**src/rtl/exch_pkg.sv**
```systemverilog
package exch_pkg;
  typedef enum logic {
    DIR_B2A = 1'b0,
    DIR_A2B = 1'b1
  } dir_e;
endpackage

```
**src/rtl/exch_drive_ctl.sv**
```systemverilog
module exch_drive_ctl
  import exch_pkg::*;
(
  input  logic clk_i,
  input  logic rst_ni,
  input  logic dir_i,
  input  logic oe_ni,
  output dir_e dir_q_o,
  output logic a_oe_o,
  output logic b_oe_o
);
  dir_e dir_q;
  logic settled;

  always_ff @(posedge clk_i or negedge rst_ni) begin
    if (!rst_ni) dir_q <= DIR_B2A;
    else         dir_q <= dir_e'(dir_i);
  end

  // pending direction change blanks both sides
  assign settled = (dir_e'(dir_i) == dir_q);
  assign a_oe_o  = !oe_ni && settled && (dir_q == DIR_B2A);
  assign b_oe_o  = !oe_ni && settled && (dir_q == DIR_A2B);
  assign dir_q_o = dir_q;
endmodule

```
**src/rtl/exch_ab_path.sv**
```systemverilog
module exch_ab_path #(
  parameter int W = 18
) (
  input  logic         clk_i,
  input  logic         rst_ni,
  input  logic         en_i,
  input  logic         sel_i,
  input  logic [W-1:0] a_i,
  output logic [W-1:0] b1_o,
  output logic [W-1:0] b2_o
);
  logic [W-1:0] hold_q, b1_q, b2_q;

  always_ff @(posedge clk_i or negedge rst_ni) begin
    if (!rst_ni) begin
      hold_q <= '0;
      b1_q   <= '0;
      b2_q   <= '0;
    end else if (en_i) begin
      if (!sel_i) begin
        hold_q <= a_i;
      end else begin
        b1_q <= hold_q;
        b2_q <= a_i;
      end
    end
  end

  assign b1_o = b1_q;
  assign b2_o = b2_q;
endmodule

```
**src/rtl/exch_ba_path.sv**
```systemverilog
module exch_ba_path #(
  parameter int W      = 18,
  parameter int HALVES = 2
) (
  input  logic         clk_i,
  input  logic         rst_ni,
  input  logic         en_i,
  input  logic         sel_i,
  input  logic [W-1:0] b1_i,
  input  logic [W-1:0] b2_i,
  output logic [W-1:0] a_o
);
  localparam int SW = (HALVES > 1) ? $clog2(HALVES) : 1;

  logic [W-1:0] half_in [HALVES];
  logic [W-1:0] store_q [HALVES];
  logic [SW-1:0] pick;

  assign half_in[0] = b1_i;
  assign half_in[1] = b2_i;

  for (genvar h = 0; h < HALVES; h++) begin : g_half
    always_ff @(posedge clk_i or negedge rst_ni) begin
      if (!rst_ni)   store_q[h] <= '0;
      else if (en_i) store_q[h] <= half_in[h];
    end
  end

  assign pick = SW'(sel_i);
  assign a_o  = store_q[pick];
endmodule

```
**src/rtl/bus_exchanger.sv**
```systemverilog
module bus_exchanger
  import exch_pkg::*;
#(
  parameter int W = 18
) (
  input  logic         clk_i,
  input  logic         rst_ni,
  input  logic         dir_i,
  input  logic         sel_i,
  input  logic         oe_ni,
  input  logic [W-1:0] a_i,
  input  logic [W-1:0] b1_i,
  input  logic [W-1:0] b2_i,
  output logic [W-1:0] a_o,
  output logic         a_oe_o,
  output logic [W-1:0] b1_o,
  output logic [W-1:0] b2_o,
  output logic         b_oe_o
);
  dir_e dir_q;

  exch_drive_ctl u_ctl (
    .clk_i   (clk_i),
    .rst_ni  (rst_ni),
    .dir_i   (dir_i),
    .oe_ni   (oe_ni),
    .dir_q_o (dir_q),
    .a_oe_o  (a_oe_o),
    .b_oe_o  (b_oe_o)
  );

  exch_ab_path #(.W(W)) u_ab (
    .clk_i  (clk_i),
    .rst_ni (rst_ni),
    .en_i   (dir_q == DIR_A2B),
    .sel_i  (sel_i),
    .a_i    (a_i),
    .b1_o   (b1_o),
    .b2_o   (b2_o)
  );

  exch_ba_path #(.W(W), .HALVES(2)) u_ba (
    .clk_i  (clk_i),
    .rst_ni (rst_ni),
    .en_i   (dir_q == DIR_B2A),
    .sel_i  (sel_i),
    .b1_i   (b1_i),
    .b2_i   (b2_i),
    .a_o    (a_o)
  );
endmodule

```
**config.mk**
```make
export PLATFORM = sky130hd
export DESIGN_NAME = bus_exchanger
export DESIGN_NICKNAME = d
export VERILOG_FILES = /design/src/rtl/exch_pkg.sv /design/src/rtl/exch_drive_ctl.sv /design/src/rtl/exch_ab_path.sv /design/src/rtl/exch_ba_path.sv /design/src/rtl/bus_exchanger.sv
export SDC_FILE = /design/constraint.sdc
export NUM_CORES = 1
export LEC_CHECK = 0
export ABC_AREA = 0
export BUFFER_PORTS_ARGS = -buffer_cell sky130_fd_sc_hd__buf_2
export CELL_PAD_IN_SITES_DETAIL_PLACEMENT = 1
export CELL_PAD_IN_SITES_GLOBAL_PLACEMENT = 2
export CORE_MARGIN = 4
export CORE_UTILIZATION = 31
export DETAILED_ROUTE_END_ITERATION = 8
export HOLD_SLACK_MARGIN = 0.02
export MAX_ROUTING_LAYER = met4
export PLACE_DENSITY_LB_ADDON = 0.1
export SLEW_MARGIN = 20
export SYNTH_ARGS = -nofsm -noshare
export SYNTH_HDL_FRONTEND = slang
export SYNTH_SLANG_ARGS = --single-unit
```
**constraint.sdc**
```tcl
create_clock -name clk_i -period 1.4 [get_ports clk_i]
set_clock_uncertainty 0.15 [all_clocks]
set_input_delay 0.28 -clock clk_i [delete_from_list [all_inputs] [get_ports clk_i]]
set_output_delay 0.28 -clock clk_i [all_outputs]
set_load 0.01 [all_outputs]
```
Word-level counts from Yosys, hierarchy flattened
Index checks and enable logic that the tools add are counted.
Widths: inputs -> output; s select.
{ "classes": {"n_addsub": 0, "multipliers": 0, "div_mod_pow": 0, "n_lt_le_gt_ge": 1, "eq_ne": 1, "shifts": 0, "mux": 3, "bitwise_logic": 3, "reduce_logical": 6} }
{ "ops": {"columns": ["operator", "count"], "rows": [
  ["$mux 18", 3],
  ["$reduce_and 2->1", 2],
  ["$logic_and 1x1->1", 3],
  ["$ge 2x2->1 const B", 1],
  ["$not 1->1", 2],
  ["$not 1->2", 1],
  ["$eq 1x1->1", 1],
  ["$logic_not 1->1", 1]
]} }
{ "word_totals": {"reg_bits": 91, "latchBits": 0, "ram_bits": 0, "rom_bits": 0, "inputBits": 59, "out_inout_bits": 56, "word_cells": 20, "mem_count": 0} }

Logic depth before layout (Yosys ltp)
Gate-level depths: netlist of the first run.
{ "depth": {"ltp_word": 4, "mapped_depth": 4, "mapped_depth_nobuf": 2} }

Modules after synthesis
A second synthesis of the first run with hierarchy kept.
{ "unflattened": {"cells_unflattened": 215, "area_unflattened_um2": 3846.2} }
{ "by_module_without_submodules": {"columns": ["module", "instances", "cells_per_inst", "area_each_um2", "seq_area_each_um2"], "rows": [
  ["exch_ab_path", 1, 115, 2050.7, 1351.3],
  ["exch_ba_path", 1, 96, 1752.9, 900.9],
  ["exch_drive_ctl", 1, 3, 38.8, 25.0],
  ["bus_exchanger", 1, 1, 3.8, 0.0]
]} }

Worst setup path after synthesis of the first run
OpenSTA, ideal clock, no wires.
{ "synth_path": {"path_type": "register to output", "start": "register u_ctl.dir_q, in the netlist u_ctl.dir_q_o", "end": "output a_oe_o", "arrival_time_ns": 1.068, "required_time_ns": 0.970, "slack_ns": -0.098, "stages_incl_launch_ff": 4, "path_buffers": 2, "path_cell_list": "dfrtp_1 buf_4 buf_4 nor3_1"} }
{ "synth_via": {"elab_chain_len": 3, "elab_cells_between_ends": 4, "cone_classes": "eq/ne (1); bitwise (1); reduce/logical (2)"} }
{ "synth_lines": {"columns": ["item", "line_no", "source"], "rows": [
  ["start, declared", "exch_drive_ctl.sv:12", "dir_e dir_q;"],
  ["start signal, assigned", "exch_drive_ctl.sv:17", "else dir_q <= dir_e'(dir_i);"],
  ["$eq 1x1->1", "exch_drive_ctl.sv:21", "assign settled = (dir_e'(dir_i) == dir_q);"],
  ["$logic_and 1x1->1", "exch_drive_ctl.sv:22", "assign a_oe_o = !oe_ni && settled && (dir_q == DIR_B2A);"],
  ["$logic_and 1x1->1 (*)", "exch_drive_ctl.sv:22", null],
  ["end, declared", "bus_exchanger.sv:15", "output logic a_oe_o,"]
]} }
Every way passes the cells marked *; elsewhere a longest branch is shown, timed or not.

Worst setup path in the final report of the first run
{ "layout_path": {"start": "register u_ctl.dir_q, in the netlist u_ctl.dir_q_o", "end": "register u_ab.hold_q[8]"} }
{ "layout_via": {"elab_chain_len": 1} }
{ "layout_lines": {"columns": ["item", "line_no", "source"], "rows": [
  ["$reduce_and 2->1 (no source line)", null, null],
  ["end signal, assigned", "exch_ab_path.sv:21", "hold_q <= a_i;"],
  ["end, declared", "exch_ab_path.sv:12", "logic [W-1:0] hold_q, b1_q, b2_q;"]
]} }
No other way between the ends.
A chain may end at the register's enable or synchronous reset.

==> results.yml, run 1 <==
outcome:
  status: "complete, but fails checks"
  failed_checks: "setup timing"
synthesis:
  avgSynthCellArea_um2: 17.0
  netlist_instances: 215
  synth_cell_type_count: 12
  yosys.area_share.adder_pct: 0
  synth_top_family_by_area: "multiplexers"
  ys_seq_area_share_pct: 62.3
  syn_area_um2: 3650
  syn_nets: 274
  synthXorXnorAreaFrac_pct: 0
  synth-simple-area-share_pct: 0.822
  ys_warn_count: 0
  synthMuxAreaShare_pct: 34.3
  ys_ff_latch: 91
  synth_compound_area_share_pct: 0
grt:
  antenna_found_initial: 0
  grt.overflow.total: 0
  grt_max_degree: 31
  grt_pass1_wl_um: 14400
  grt_pass1_vias: 2764
  grt_util_all_layers_pct: 14.2
floorplan:
  rows: 39
  num_io_pins: 115
  fp.dieW_um: 117
  fp.dieH_um: 117
  die_area_um2: 13600
  core_region_area_um2: 11500
  start_util_pct: 31.9
job:
  drv_cap: 0
setup_path:
  path_class: "flip-flop to flip-flop"
  critPathLaunchType: "flip-flop"
  timing.rr.start: "u_ctl.dir_q_o"
  crit_chain: "buf_4, buf_6, nand2b_4, clkbuf_16, mux2_4"
  r2r_slack_ps: -160
  required_ps: 1480
  arrival_ps: 1640
  rr_worst_depth: 5
  slowest_stage: "dfrtp_2"
  reg2reg_to: "u_ab.hold_q[8]"
  cpPeakStageDelay_ps: 400
  endpoint_kind: "flip-flop"
  critPathMaxFanout: 4
  crit_start: "u_ctl.dir_q_o"
cts:
  cts_max_level: 3
  cts-root-buf: "clkbuf_16"
  clk_pin_slew_worst_paths_ps: 60
  cts_tree: "yes"
  cts_inserted_buffers: 9
  clockBufferDepth: 2
  cts_sinks: 91
  clk_latency_ps: 340
detailed_routing:
  vias: 2421
  drt_first_pass_iters: 4
  avgRoutedWirePerCell_um: 17.3
  drt_wl_total_um: 9270
  ant_nets: 0
  avgViaCountPerCell: 4.51
  drc: 0
  drtIter0Drc: 51
layout:
  drive_gt1_share_pct: 68.0
  final_design_area_no_fill_um2: 5730
  syn_to_final_growth_pct: 56.8
  nFillCells: 1150
  fin_nets: 450
  diodes: 0
  fin_cells: 537
placement:
  post-place-ws_ps: -108
  dpl.hpwl_um: 5820
  place_congestion: 0.732
  io_buffers: 114
  dpl_cell_area_um2: 4550
  place_inst: 477
hold_path:
  min_to: "u_ba.store_q[17]"
  hold_path.class: "primary input to flip-flop"
  min_from: "b2_i[17]"
  min_delay_path_depth: 2
sta:
  worst_slack_ps: -160
  rsz0062_at_grt: "yes"
  slew-limit-headroom_pct: 76.8
  hold_violations: 0
  whs_ps: 33.4
  min_period_ps: 1560
  setup_viol: 100
  maxSlewViolCount: 0
  fin_crit_sh_pct: 111
  max_slew.worst_pin.slew_ps: 349
  fmax_mhz: 641
power:
  power.density_nw_per_um2: 1250
  leakagePower_nw: 2.85
  peakVddDrop_v: 0.000662
## Yosys cell counts, drive strengths merged
cell    count  area [um2]
mux2      108        1250
dfrtp      91        2280
buf        11        92.6
nand2       2        15.0
nand2b      1        6.26
nor2        1        3.75
nor3        1        5.00
## layout make-up
| type | instances | area (um2) | area share, % |
|---|---|---|---|
| Sequential cell | 91 | 2280 | 39.8 |
| Tap cell | 143 | 179 | 3.12 |
| Clock inverter | 2 | 12.5 | 0.218 |
| Multi-Input combinational cell | 113 | 1550 | 27.1 |
| Timing Repair Buffer | 176 | 1450 | 25.4 |
| Clock buffer | 12 | 256 | 4.48 |
## sequential cells by signal, indices dropped and copies added (netlist names)
register       cells
u_ba.store_q      36
u_ab.hold_q       18
u_ctl.dir_q_o      1
u_ab.b1_o         18
u_ab.b2_o         18
## routing by layer
| layer | part of all wire, % | wire length, um | track usage, % |
|---|---|---|---|
| met2 | 50 | 4650 | 23.0 |
| met3 | 5.0 | 464 | 2.95 |
| met5 | 0 | 0 | - |
| met1 | 43 | 3970 | 17.1 |
| met4 | 2.0 | 186 | 6.65 |
## worst max path at each step
stage          cells after the start              to
2_1_floorplan                      4          b_oe_o
6_report                           5  u_ab.hold_q[8]
5_1_grt                            2          a_o[2]
4_1_cts                            2         a_o[15]
3_3_place_gp                       4          a_o[1]
3_5_place_dp                       4          a_o[3]
## critical path: cells and delay by family, from the launching register on
family	cells	cell delay, ps
DFF	1	400
buffers and inverters	3	440
muxes	1	290
and+or+nand+nor	1	160
## report_power, final
group | internal, W | switching [W]
logic | 0.00107 | 0.000612
clock network | 0.00128 | 0.000954
registers | 0.00302 | 0.000214
total | 0.00536 | 0.00178
## stage by stage
step	utilization (%)	TNS (ps)	power (W)
detailed placement	39.6	-3030	0.00450
finish	50.0	-11560	0.00714
global placement	39.6	-2500	0.00446
CTS	47.7	-3900	0.00704
floorplan	-	-12.8	0.00390
global route	50.0	-15820	0.00752
## logic make-up after synthesis
| logic type | Yosys count |
|---|---|
| multiplexers | 108 |
| flip-flops | 91 |
| buffers and inverters | 11 |
| AND/OR/NAND/NOR | 5 |
## cell usage in the layout, fill, tap and decap left out
cell type,n
nand2_2,1
dfrtp_2,1
nand2b_4,1
clkbuf_16,13
nor2_1,1
dlygate4sd3_1,34
buf_4,12
buf_16,2
buf_2,95
clkinv_2,1
clkinvlp_4,1
mux2_2,35
buf_6,21
clkbuf_1,1
mux2_4,73
buf_8,1
buf_12,7
nand2_8,1
nor3_4,1
clkbuf_8,2
dfrtp_1,90
## timing repair
action | CTS | global route
gates resized for setup | 50 | 42
pin swaps | 2 | 1
hold buffers | 34 | 0
endpoints found under the hold margin | 73 | 0
cloned | 2 | 4
endpoints found under the setup margin | 28 | 71
setup buffers | 4 | 3
Power figures use the tool's default switching activity.
==> run 2, diff against run 1 <==
--- a/config.mk
+++ b/config.mk
@@ -10,7 +10,8 @@
 export CELL_PAD_IN_SITES_DETAIL_PLACEMENT = 1
 export CELL_PAD_IN_SITES_GLOBAL_PLACEMENT = 2
 export CORE_MARGIN = 4
-export CORE_UTILIZATION = 31
+export CORE_UTILIZATION = 33
+export CTS_BUF_LIST = sky130_fd_sc_hd__clkbuf_4 sky130_fd_sc_hd__clkbuf_8
 export DETAILED_ROUTE_END_ITERATION = 8
 export HOLD_SLACK_MARGIN = 0.02
 export MAX_ROUTING_LAYER = met4
==> results.yml, run 2 (synthesis results as in run 1) <==
cts:
  cts_tree: "yes"
  clk_latency_ps: 350
  cts_sinks: 91
  cts_max_level: 3
  cts-root-buf: "clkbuf_8"
  cts_inserted_buffers: 9
  clockBufferDepth: 2
  clk_pin_slew_worst_paths_ps: 100
setup_path:
  endpoint_kind: "output pin"
  arrival_ps: 1160
  critPathCapture: "a_o[2]"
  crit_start: "u_ba.store_q[20]"
  critPathMaxFanout: 2
  path_class: "flip-flop to output pin"
  critPathLaunchType: "flip-flop"
  timing.rr.start: "u_ctl.dir_q_o"
  reg2reg_to: "u_ab.hold_q[17]"
  r2r_slack_ps: -30
  required_ps: 970
  rr_worst_depth: 4
floorplan:
  die_area_um2: 12800
  start_util_pct: 33.7
  fp.dieW_um: 113
  fp.dieH_um: 113
  core_region_area_um2: 10800
  num_io_pins: 115
  rows: 38
grt:
  grt_max_degree: 30
  grt_pass1_wl_um: 14700
  grt_pass1_vias: 2785
  grt.overflow.total: 0
  grt_util_all_layers_pct: 15.0
  antenna_found_initial: 0
sta:
  hold_violations: 0
  fin_crit_sh_pct: 114
  slew-limit-headroom_pct: 72.8
  max_slew.worst_pin.slew_ps: 408
  rsz0062_at_grt: "yes"
  min_period_ps: 1590
  worst_slack_ps: -190
  setup_viol: 53
  fmax_mhz: 629
  maxSlewViolCount: 0
detailed_routing:
  vias: 2487
  drc: 0
  drt_wl_total_um: 9590
  ant_nets: 0
  avgViaCountPerCell: 4.52
  avgRoutedWirePerCell_um: 17.4
  drtIter0Drc: 52
  drt_first_pass_iters: 4
power:
  fin_total_pwr_w: 0.00662
  leakagePower_nw: 2.82
  peakVddDrop_v: 0.000498
  power.density_nw_per_um2: 1160
placement:
  place_congestion: 0.666
  dpl.hpwl_um: 5690
  io_buffers: 114
  post-place-ws_ps: -104
  dpl_cell_area_um2: 4480
outcome:
  failed_checks: "setup timing"
  status: "complete, but fails checks"
layout:
  final_design_area_no_fill_um2: 5730
  layout_commonest_cell: "buf_2"
  diodes: 0
  fin_util_pct: 52.9
  fin_nets: 464
  final_cell_mix: "buf_2 (95), dfrtp_1 (90), mux2_4 (64)"
  syn_to_final_growth_pct: 56.8
  largest_reg_flops: 36
  drive_gt1_share_pct: 64.9
  top_register: "u_ba.store_q"
  nFillCells: 1075
job:
  drv_cap: 0
hold_path:
  hold_path.class: "primary input to flip-flop"
-- run 2: repair_timing --
item                                    CTS  global route
hold endpoints to repair                 82             5
gates cloned                              0             6
setup buffers                             2             2
pin swaps                                 2             0
hold buffers                             51             3
endpoints found under the setup margin   30            97
resized for setup                        48            38
-- run 2: power by group --
group	leakage [nW]	switching, W	total (W)	internal, W
Clock	0.102	0.000943	0.00173	0.000788
Sequential	1.07	0.000209	0.00322	0.00301
Combinational	1.65	0.000619	0.00167	0.00105
-- run 2: metal layers --
layer	vias up	GRT usage, %	share of wire [%]
li1	1141	-	-
met1	1256	20.5	46
met2	81	22.6	47
met3	9	2.94	5.3
met4	0	5.05	1.3
met5	-	-	0
-- run 2: worst min path at each step --
stage | from | to | slack, ps | cells past startpoint
finish | a_i[15] | u_ab.hold_q[15] | 50 | 2
global route | a_i[15] | u_ab.hold_q[15] | 40 | 2
CTS | a_i[5] | u_ab.hold_q[5] | 20 | 2
detailed placement | rst_ni | u_ab.b2_o[10] | 90 | 1
global placement | rst_ni | u_ab.b2_o[10] | 90 | 1
floorplan | rst_ni | u_ab.b1_o[0] | -170 | 0
-- run 2: layout make-up --
cell class              count  area [um2]  area share (%)
multi-input cells         113        1520            26.5
clock inverters             4        23.8           0.415
clock buffers              12         165            2.88
repair buffers            190        1570            27.4
well taps                 140         175            3.06
flip-flops and latches     91        2280            39.8
-- run 2: critical path, stage by stage, from the launching register on --
cell     delay [ps]
dfrtp_1         410
mux2_4          290
buf_6           120
-- run 2: through the flow --
step	std cells	hold slack [ps]	TNS [ps]
floorplan	215	-166	-12.8
global placement	471	86.4	-3190
detailed placement	471	85.7	-3430
CTS	540	20.4	-4650
global route	550	35.1	-6680
finish	550	46.8	-3850
==> run 3, diff against run 2 <==
--- a/config.mk
+++ b/config.mk
@@ -5,12 +5,12 @@
 export SDC_FILE = /design/constraint.sdc
 export NUM_CORES = 1
 export LEC_CHECK = 0
-export ABC_AREA = 0
+export ABC_AREA = 1
 export BUFFER_PORTS_ARGS = -buffer_cell sky130_fd_sc_hd__buf_2
 export CELL_PAD_IN_SITES_DETAIL_PLACEMENT = 1
 export CELL_PAD_IN_SITES_GLOBAL_PLACEMENT = 2
-export CORE_MARGIN = 4
-export CORE_UTILIZATION = 33
+export CORE_MARGIN = 10
+export CORE_UTILIZATION = 30
 export CTS_BUF_LIST = sky130_fd_sc_hd__clkbuf_4 sky130_fd_sc_hd__clkbuf_8
 export DETAILED_ROUTE_END_ITERATION = 8
 export HOLD_SLACK_MARGIN = 0.02
==> constraint.sdc (replaced) <==
create_clock -name clk_i -period 1.5 [get_ports clk_i]
set_clock_uncertainty 0.15 [all_clocks]
set_input_delay 0.3 -clock clk_i [delete_from_list [all_inputs] [get_ports clk_i]]
set_output_delay 0.3 -clock clk_i [all_outputs]
set_load 0.01 [all_outputs]
==> results.yml, run 3 <==
grt:
  grt.overflow.total: 0
  grt_max_degree: 92
  antenna_found_initial: 0
  grt_pass1_vias: 3728
  grt_util_all_layers_pct: 13.4
  grt_pass1_wl_um: 18800
cts:
  cts_sinks: 91
  cts-root-buf: "clkbuf_8"
  clk_pin_slew_worst_paths_ps: 90
  clockBufferDepth: 2
  cts_tree: "yes"
  cts_inserted_buffers: 9
  cts_max_level: 3
  clk_latency_ps: 370
detailed_routing:
  drt_wl_total_um: 11200
  avgViaCountPerCell: 4.34
  avgRoutedWirePerCell_um: 14.2
  drt_first_pass_iters: 4
  vias: 3404
  ant_nets: 0
  drc: 0
  drtIter0Drc: 195
setup_path:
  reg2reg_to: "u_ba.store_q[10]"
  cp_num_cells: 3
  path_buf_inv: 2
  required_ps: 1050
  critPathCapture: "b_oe_o"
  cp_top_family: "flip-flops"
  arrival_ps: 1120
  critPathMaxFanout: 3
  rr_worst_depth: 4
  path_class: "flip-flop to output pin"
  crit_chain: "nand3b_1, inv_1, buf_2"
  cpPeakStageDelay_ps: 500
  slowest_stage: "dfrtp_4"
  timing.rr.start: "u_ctl.dir_q_o"
  critPathLaunchType: "flip-flop"
  crit_start: "u_ctl.dir_q_o"
  endpoint_kind: "output pin"
  r2r_slack_ps: 130
layout:
  final_cell_mix: "nand2_1 (180), buf_2 (107), dfrtp_1 (90)"
  syn_to_final_growth_pct: 40.5
  layout_commonest_cell: "nand2_1"
  fin_util_pct: 42.6
  largest_reg_flops: 36
  fin_cells: 785
  diodes: 0
  top_register: "u_ba.store_q"
  fin_nets: 667
  nFillCells: 1535
  drive_gt1_share_pct: 28.5
sta:
  min_period_ps: 1570
  maxSlewViolCount: 0
  rsz0062_at_grt: "yes"
  max_slew.worst_pin.slew_ps: 510
  fin_crit_sh_pct: 105
  fmax_mhz: 635
  setup_viol: 2
  slew-limit-headroom_pct: 66.0
  hold_violations: 0
  worst_slack_ps: -73.9
  whs_ps: 37.4
synthesis:
  synth_flop_cell: "dfrtp_1"
  ys_ff_latch: 91
  synthDominantAreaCellType: "dfrtp_1"
  yosys-top-cells-count: "nand2_1 (186), dfrtp_1 (91), nand3_1 (54)"
  async_flop_share_pct: 100
  syn_nets: 504
  synth-edff-count: 0
  yosysTopAreaCellShare_pct: 60.0
  syn_area_um2: 3800
  ys_warn_count: 0
  netlist_instances: 445
  synth_most_common_cell: "nand2_1"
  avgSynthCellArea_um2: 8.53
  yosys-top-cells-area: "dfrtp_1 (60%), nand2_1 (18%), nand3_1 (7.1%)"
  synth_cell_type_count: 14
  ys_seq_area_share_pct: 60.0
hold_path:
  hold_path.class: "primary input to flip-flop"
  min_from: "a_i[17]"
placement:
  place_congestion: 0.753
  io_buffers: 114
  post-place-ws_ps: 115
  dpl.hpwl_um: 7590
  place_inst: 717
power:
  power.density_nw_per_um2: 1070
  leakagePower_nw: 2.95
  peakVddDrop_v: 0.000348
  fin_total_pwr_w: 0.00569
floorplan:
  die_area_um2: 17600
  start_util_pct: 30.3
  rows: 41
  fp.dieH_um: 133
  fp.dieW_um: 133
  num_io_pins: 115
  core_region_area_um2: 12500
outcome:
  status: "complete, but fails checks"
  failed_checks: "setup timing"
job:
  drv_cap: 0
## run 3: changes by cell type in the layout (fill, tap and decap cells not counted), sizes merged, moves of 3 or more
cell,change
inv,+38
o21ai,+36
a21oi,+4
nor2,+3
mux2,-108
dlygate4sd3,-18
nand2,+186
nand3,+54
buf,+12
clkbuf,-5
## run 3: how the worst min path moves through the flow
stage                       to  slack (ps)  depth (start not counted)
2_1_floorplan     u_ab.b1_o[0]        -150                          0
5_1_grt        u_ab.hold_q[17]          40                          3
3_3_place_gp      u_ab.b2_o[2]         250                          2
3_5_place_dp      u_ab.b2_o[3]         240                          2
6_report         u_ab.b2_o[17]          40                          3
4_1_cts          u_ctl.dir_q_o         -90                          1
## run 3: cell families after synthesis
kind of cell	synth area share (%)
buffers and inverters	7.94
AO/OA/AOI/OAI	5.27
AND/OR/NAND/NOR	26.8
flip-flops	60.0
## run 3: tightest hold or removal path: cells and delay by family
| family | cells | cell delay, ps |
|---|---|---|
| AND/OR/NAND/NOR | 2 | 130 |
| buffers and inverters | 1 | 100 |
## run 3: timing repair
item                                   CTS  global route
pin swaps                               15            20
hold buffers                            35             1
buffers inserted                         4            12
endpoints found under the hold margin  127             1
resized for setup                        6            16
setup endpoints to repair               13            31
## run 3: final cells by class
type                    instances  area, um2  area share [%]
flip-flops and latches         91       2280            42.8
inverters                      38        143            2.67
multi-input cells             288       1250            23.5
repair buffers                180       1250            23.4
clock buffers                  11        145            2.72
well taps                     172        215            4.03
clock inverters                 5       52.6           0.985
## run 3: power breakdown
part | switching [W] | internal (W)
registers | 0.000153 | 0.00274
clock network | 0.000873 | 0.000826
logic | 0.000592 | 0.000503
total | 0.00162 | 0.00407
## run 3: metrics by stage
step | area (um2) | setup TNS [ps]
after floorplan | 3800 | 0
after global placement | 4590 | 0
after detailed placement | 4590 | 0
after CTS | 5170 | -251
after global routing | 5330 | -726
final | 5330 | -138
## run 3: per-layer routing
metal	track usage [%]	routed length [um]	vias to the layer above
met5	-	0	-
met4	4.95	157	0
met3	3.14	467	13
met2	21.6	5390	73
met1	16.1	5140	1610
li1	-	-	1708
